<file path="config.mk">
export PLATFORM = sky130hd
export DESIGN_NAME = dmx_serial_rx
export DESIGN_NICKNAME = d
export VERILOG_FILES = /design/src/rtl/dmx_pkg.sv /design/src/rtl/dmx_commit.sv /design/src/rtl/dmx_dot_store.sv /design/src/rtl/dmx_ctrl_store.sv /design/src/rtl/dmx_serial_rx.sv
export SDC_FILE = /design/constraint.sdc
export NUM_CORES = 1
export LEC_CHECK = 0
export BUFFER_PORTS_ARGS = -buffer_cell sky130_fd_sc_hd__buf_2
export CORE_AREA = 2 2 219 221
export DETAILED_ROUTE_END_ITERATION = 8
export DIE_AREA = 0 0 221 223
export SYNTH_ARGS = -nofsm -noshare
export SYNTH_HDL_FRONTEND = slang
export SYNTH_SLANG_ARGS = --single-unit
</file>
<file path="constraint.sdc">
create_clock -name sclk -period 31 [get_ports sclk]
set_input_delay 4.65 -clock sclk [delete_from_list [all_inputs] [get_ports sclk]]
set_output_delay 4.65 -clock sclk [all_outputs]
set_load 0.05 [all_outputs]
</file>
<file path="src/rtl/dmx_pkg.sv">
package dmx_pkg;
    // Which target the most recent shifting edge wrote into.
    typedef enum logic {
        FR_DOT = 1'b0,
        FR_CTL = 1'b1
    } frame_kind_t;
endpackage

</file>
<file path="src/rtl/dmx_commit.sv">
// Produces the commit strobes: true during the falling edge at which the
// load strobe is high after having been low at the previous falling edge.
module dmx_commit
    import dmx_pkg::*;
(
    input  logic clk,
    input  logic rst_n,
    input  logic load_n,
    input  logic ctl_sel,
    output logic commit_dot,
    output logic commit_ctl
);
    frame_kind_t kind_d, kind_q;
    logic        low_seen_d, low_seen_q;
    logic        fire;

    always_comb begin
        kind_d = kind_q;
        if (!load_n) begin
            kind_d = ctl_sel ? FR_CTL : FR_DOT;
        end
        low_seen_d = !load_n;
    end

    // Rising domain: remember which target the frame went to.
    always_ff @(posedge clk or negedge rst_n) begin
        if (!rst_n) kind_q <= FR_DOT;
        else        kind_q <= kind_d;
    end

    // Falling domain: remember whether the strobe was low last time.
    always_ff @(negedge clk or negedge rst_n) begin
        if (!rst_n) low_seen_q <= 1'b0;
        else        low_seen_q <= low_seen_d;
    end

    assign fire       = load_n && low_seen_q;
    assign commit_dot = fire && (kind_q == FR_DOT);
    assign commit_ctl = fire && (kind_q == FR_CTL);
endmodule

</file>
<file path="src/rtl/dmx_dot_store.sv">
// Pixel chain (rising edge) and display latch (falling edge). Neither is reset.
module dmx_dot_store #(
    parameter int NDOT = 160
) (
    input  logic            clk,
    input  logic            rst_n,
    input  logic            shift_en,
    input  logic            ser_in,
    input  logic            commit,
    output logic            chain_msb,
    output logic [NDOT-1:0] latch
);
    typedef struct packed {
        logic [NDOT-1:0] chain;
    } rise_st_t;

    typedef struct packed {
        logic [NDOT-1:0] shown;
    } fall_st_t;

    rise_st_t rise_d, rise_q;
    fall_st_t fall_d, fall_q;

    always_comb begin
        rise_d = rise_q;
        fall_d = fall_q;
        if (shift_en) begin
            rise_d.chain = {rise_q.chain[NDOT-2:0], ser_in};
        end
        if (commit) begin
            fall_d.shown = rise_q.chain;
        end
    end

    always_ff @(posedge clk) begin
        rise_q <= rise_d;
    end

    always_ff @(negedge clk) begin
        fall_q <= fall_d;
    end

    assign chain_msb = rise_q.chain[NDOT-1];
    assign latch     = fall_q.shown;

    // serial input enters stage 0, older bits move one stage up
    a_r2_chain_shift: assert property (@(posedge clk) disable iff (!rst_n)
        shift_en |=> (rise_q.chain[0] == $past(ser_in))
                  && (rise_q.chain[NDOT-1:1] == $past(rise_q.chain[NDOT-2:0])));

    // no shifting edge, no change in the pixel chain
    a_r9_chain_hold: assert property (@(posedge clk) disable iff (!rst_n)
        !shift_en |=> $stable(rise_q.chain));
endmodule

</file>
<file path="src/rtl/dmx_ctrl_store.sv">
// Configuration shifter (rising edge) and the two configuration words
// (falling edge, written at commit).
module dmx_ctrl_store #(
    parameter int CW = 7
) (
    input  logic          clk,
    input  logic          rst_n,
    input  logic          shift_en,
    input  logic          ser_in,
    input  logic          commit,
    output logic [CW-1:0] word0,
    output logic [CW-1:0] word1
);
    localparam int SRW = CW + 1;

    typedef struct packed {
        logic [SRW-1:0] sr;
    } rise_st_t;

    typedef struct packed {
        logic [CW-1:0] w0;
        logic [CW-1:0] w1;
    } fall_st_t;

    rise_st_t rise_d, rise_q;
    fall_st_t fall_d, fall_q;

    always_comb begin
        rise_d = rise_q;
        fall_d = fall_q;
        if (shift_en) begin
            rise_d.sr = {rise_q.sr[SRW-2:0], ser_in};
        end
        if (commit) begin
            if (rise_q.sr[SRW-1]) fall_d.w1 = rise_q.sr[CW-1:0];
            else                  fall_d.w0 = rise_q.sr[CW-1:0];
        end
    end

    always_ff @(posedge clk or negedge rst_n) begin
        if (!rst_n) rise_q <= '0;
        else        rise_q <= rise_d;
    end

    always_ff @(negedge clk or negedge rst_n) begin
        if (!rst_n) fall_q <= '0;
        else        fall_q <= fall_d;
    end

    assign word0 = fall_q.w0;
    assign word1 = fall_q.w1;

    // configuration shifter takes the serial bit in stage 0
    a_r4_cfg_shift: assert property (@(posedge clk) disable iff (!rst_n)
        shift_en |=> (rise_q.sr[0] == $past(ser_in))
                  && (rise_q.sr[SRW-1:1] == $past(rise_q.sr[SRW-2:0])));

    // the word that bit 7 does not select keeps its value
    a_r5_keep_w0: assert property (@(negedge clk) disable iff (!rst_n)
        (commit && rise_q.sr[SRW-1]) |=> $stable(fall_q.w0));
    a_r5_keep_w1: assert property (@(negedge clk) disable iff (!rst_n)
        (commit && !rise_q.sr[SRW-1]) |=> $stable(fall_q.w1));

    // while reset is held, the configuration side reads zero
    a_r6_reset_clear: assert property (@(posedge clk)
        !rst_n |-> (fall_q.w0 == '0) && (fall_q.w1 == '0) && (rise_q.sr == '0));
endmodule

</file>
<file path="src/rtl/dmx_serial_rx.sv">
module dmx_serial_rx
    import dmx_pkg::*;
#(
    parameter int NDOT      = 160,
    parameter int CW        = 7,
    parameter int AWAKE_BIT = 6
) (
    input  logic            sclk,
    input  logic            rst_n,
    input  logic            ser_in,
    input  logic            load_n,
    input  logic            ctl_sel,
    output logic            ser_out,
    output logic [NDOT-1:0] pix,
    output logic            asleep,
    output logic [CW-1:0]   cfg0,
    output logic [CW-1:0]   cfg1
);
    logic            shift_dot, shift_ctl;
    logic            commit_dot, commit_ctl;
    logic [NDOT-1:0] latch;
    logic            awake;

    assign shift_dot = !load_n && !ctl_sel;
    assign shift_ctl = !load_n &&  ctl_sel;

    dmx_commit u_commit (
        .clk        (sclk),
        .rst_n      (rst_n),
        .load_n     (load_n),
        .ctl_sel    (ctl_sel),
        .commit_dot (commit_dot),
        .commit_ctl (commit_ctl)
    );

    dmx_dot_store #(.NDOT(NDOT)) u_dots (
        .clk       (sclk),
        .rst_n     (rst_n),
        .shift_en  (shift_dot),
        .ser_in    (ser_in),
        .commit    (commit_dot),
        .chain_msb (ser_out),
        .latch     (latch)
    );

    dmx_ctrl_store #(.CW(CW)) u_ctrl (
        .clk      (sclk),
        .rst_n    (rst_n),
        .shift_en (shift_ctl),
        .ser_in   (ser_in),
        .commit   (commit_ctl),
        .word0    (cfg0),
        .word1    (cfg1)
    );

    assign awake  = cfg0[AWAKE_BIT];
    assign asleep = !awake;
    assign pix    = latch & {NDOT{awake}};

    // pixel outputs do not move across a falling edge with the strobe low
    a_r3_pix_hold: assert property (@(negedge sclk) disable iff (!rst_n)
        !load_n |=> $stable(pix));

    // a pixel frame edge leaves the configuration words alone
    a_r9_cfg_hold: assert property (@(negedge sclk) disable iff (!rst_n)
        (commit_dot || !load_n) |=> ($stable(cfg0) && $stable(cfg1)));
endmodule

</file>
# ---- Word-level counts from Yosys, hierarchy flattened
# Index checks and enable logic that the tools add are counted.
# W data, S select, Z words.
dict set report word_totals {
  regBits 344
  in_bits 5
  output_inout_bits 176
  wordCells 21
}
dict set report classes {
  mux 1
  n_bitwise 3
  reduce_logical 10
}
# operator n
set ops {}
lappend ops {{$and A160 B160 Y160} 1}
lappend ops {{$logic_and A1 B1 Y1} 5}
lappend ops {{$reduce_and A2 Y1} 2}
lappend ops {{$logic_not A1 Y1} 3}
lappend ops {{$not A1 Y1} 2}
lappend ops {{$mux W1} 1}

# ---- Longest topological paths before layout
dict set report logic_depth {
  word_depth 3
  ltp_mapped 4
  mapped_depth_nobuf 2
}

# ---- By module
# Synthesis repeated with hierarchy kept, for this count alone.
dict set report unflattened {
  cells_unflattened 555
  area_unflattened_um2 11722.5
}
# mod instances cells_per_inst area_each_um2 seq_area_each_um2
set modules_own_cells {}
lappend modules_own_cells {dmx_dot_store 1 321 9613.0 9609.2}
lappend modules_own_cells {dmx_serial_rx 1 180 1162.4 0.0}
lappend modules_own_cells {dmx_ctrl_store 1 48 860.8 550.5}
lappend modules_own_cells {dmx_commit 1 6 86.3 50.0}

==> impl_metrics.json <==
{
  "maxCapViolations": 0,
  "rr_startpoint": "u_commit.kind_q",
  "finalClockSkew_ns": 0.0691,
  "rrSetupSlack_ns": 13.71,
  "htreeDepth": 2,
  "yosysWarnings": 0,
  "synth_fp_nets": 559,
  "reg2reg_depth": 2,
  "rows": 80,
  "arrival_ns": 18.09,
  "slew_headroom_pct": 38.0,
  "rsz0062_at_grt": "false",
  "crit_buf_inv": 3,
  "nFillCells": 4630,
  "worst_setup_path_end_kind": "output pin",
  "coreArea_mm2": 0.0471,
  "cts_root_buf": "clkbuf_16",
  "cp_num_cells": 4,
  "layout_common_cells": "edfxtp_1 (320), buf_2 (180), inv_1 (164)",
  "p_total_uw": 1450,
  "path_max_fanout": 89,
  "start_util_pct": 24.6,
  "ioPinCount": 181,
  "grt_pass1_wl_um": 32800,
  "worstPathRequired_ns": 26.35,
  "clk_transition_reported_paths_ns": 0.06,
  "die_w_um": 221,
  "grt_max_degree": 161,
  "final_common_cell": "edfxtp_1",
  "cts_sinks": 344,
  "ctsLongestPathBuffers": 3,
  "final_max_slew_viol_count": 0,
  "post_cts_buffers": 0,
  "rr_endpoint": "u_dots.latch[60]",
  "syn_area_mm2": 0.0116,
  "p_per_area_mw_per_mm2": 95.7,
  "crit_top_cell": "buf_4",
  "via_per_inst": 3.73,
  "antenna_left": 0,
  "layout.nets": 923,
  "critPathTopFamily": "buffers and inverters",
  "overflow": 0,
  "finalWirelength_um": 21700,
  "cpMaxStageDelayCell": "buf_4",
  "insertion_delay_ns": 0.60,
  "drtIter0Drc": 232,
  "antenna_found_initial": 0,
  "status": "finished clean",
  "routedWlPerCell_um": 13.9,
  "endpoint": "pix[154]",
  "n_antenna_cell": 0,
  "setup_tns_ns": 0,
  "cts_resized": 0,
  "ys_types": 14,
  "setup_viol": 0,
  "ys_ff_latch": 344,
  "vdd_drop_max_uv": 52.7,
  "p_leak_uw": 0.00628,
  "synth-seq-area-share_pct": 88.0,
  "path_cells": "buf_4, buf_4, and2_1, buf_2",
  "syn_inst": 554,
  "path_class": "flip-flop to output pin",
  "dr.pass1.iters": 6,
  "cts_tree": "built",
  "cp_slowest_stage_delay_ns": 0.59,
  "synth.avg_cell_area_um2": 20.9,
  "track_usage_pct": 8.56,
  "drc": 0,
  "dpl.hpwl_um": 12200,
  "place.gp.congestion": 0.686,
  "finalHoldViolCount": 0,
  "hold_path.class": "flip-flop to flip-flop",
  "dieArea_mm2": 0.0493,
  "worstSetupStartpoint": "u_ctrl.word0[6]",
  "port_buffers": 180,
  "vias": 5824,
  "die_h_um": 223,
  "tightest_slew_ns": 0.930,
  "drive_gt1_share_pct": 28.8,
  "grt_pass1_vias": 5664,
  "cts_buffers": 38,
  "start_kind": "flip-flop",
  "area_growth_pct": 30.8,
  "cts_hold_buffers": 0
}
worst register-to-register path, cell delays in order, from the launching register on:
cell	delay [ns]
dfrtp_1	0.44
nor3b_4	0.23
buf_12	0.64
worst min-delay path by stage:
stage / slack [ns] / start / end / cells after the start
floorplan: 0.42 / u_dots.rise_q[99] / u_dots.rise_q[100] / 0
global placement: 0.42 / u_dots.rise_q[155] / u_dots.rise_q[156] / 0
detailed placement: 0.43 / u_dots.rise_q[62] / u_dots.rise_q[63] / 0
CTS: 0.44 / u_dots.rise_q[99] / u_dots.rise_q[100] / 0
global route: 0.45 / u_dots.rise_q[115] / u_dots.rise_q[116] / 0
finish: 0.45 / u_dots.rise_q[99] / u_dots.rise_q[100] / 0
through the flow:
step	instances	hold WS [ns]	worst slack (ns)	instance area (µm²)	util, %
after global routing	1563	0.448	7.98	15200	32.2
after global placement	1334	0.425	8.78	13300	28.1
after floorplan	554	0.421	4.04	11600	-
final	1563	0.445	8.26	15200	32.2
after detailed placement	1334	0.430	8.75	13300	28.1
after CTS	1563	0.439	8.15	15200	32.2
state kept, by name (all words and copies together), names as in the netlist:
| name | count |
|---|---|
| u_ctrl.word1 | 7 |
| u_commit.low_seen_q | 1 |
| u_dots.rise_q | 160 |
| u_dots.latch | 160 |
| u_ctrl.word0 | 7 |
| u_ctrl.rise_q | 8 |
| u_commit.kind_q | 1 |
logic make-up (layout without fill, tap and decap cells):
family,after synthesis,in the layout,synth area share (%)
AOI/OAI and AO/OA,1,1,0.0648
buffers and inverters,22,416,0.744
DFF,344,344,88.0
muxes,22,22,2.14
and+or+nand+nor,165,165,9.02
report_power, final:
group | switching, µW | internal [µW]
sequential | 14.4 | 540
clock | 233 | 309
combinational | 280 | 74.5
total | 528 | 924
cell usage after synthesis:
cell	instances	area share (%)
inv_1	3	0.097
edfxtp_1	320	83
nor3b_1	1	0.065
dfrtp_1	9	1.9
clkbuf_1	16	0.52
nor2b_1	1	0.054
and2_1	160	8.6
nor2_1	1	0.032
a21o_1	1	0.065
mux2_2	22	2.1
buf_2	3	0.13
nand4b_2	1	0.13
dfrtn_1	15	3.2
nand4_2	1	0.11
cell type report:
| class | count | area [µm²] | area share [%] |
|---|---|---|---|
| well taps | 615 | 769 | 5.07 |
| repair buffers | 184 | 956 | 6.30 |
| clock buffers | 49 | 1120 | 7.39 |
| flip-flops and latches | 344 | 10200 | 67.3 |
| multi-input cells | 188 | 1320 | 8.70 |
| clock inverters | 181 | 788 | 5.20 |
| inverters | 2 | 7.51 | 0.0495 |
per-layer routing:
layer	vias to the layer above	global-route usage [%]	wire length (µm)
met5	-	0	0
met4	0	3.18	560
met3	41	4.21	1830
met2	155	12.7	9370
met1	2856	10.8	9890
li1	2772	-	-
Power figures use the tool's default switching activity.
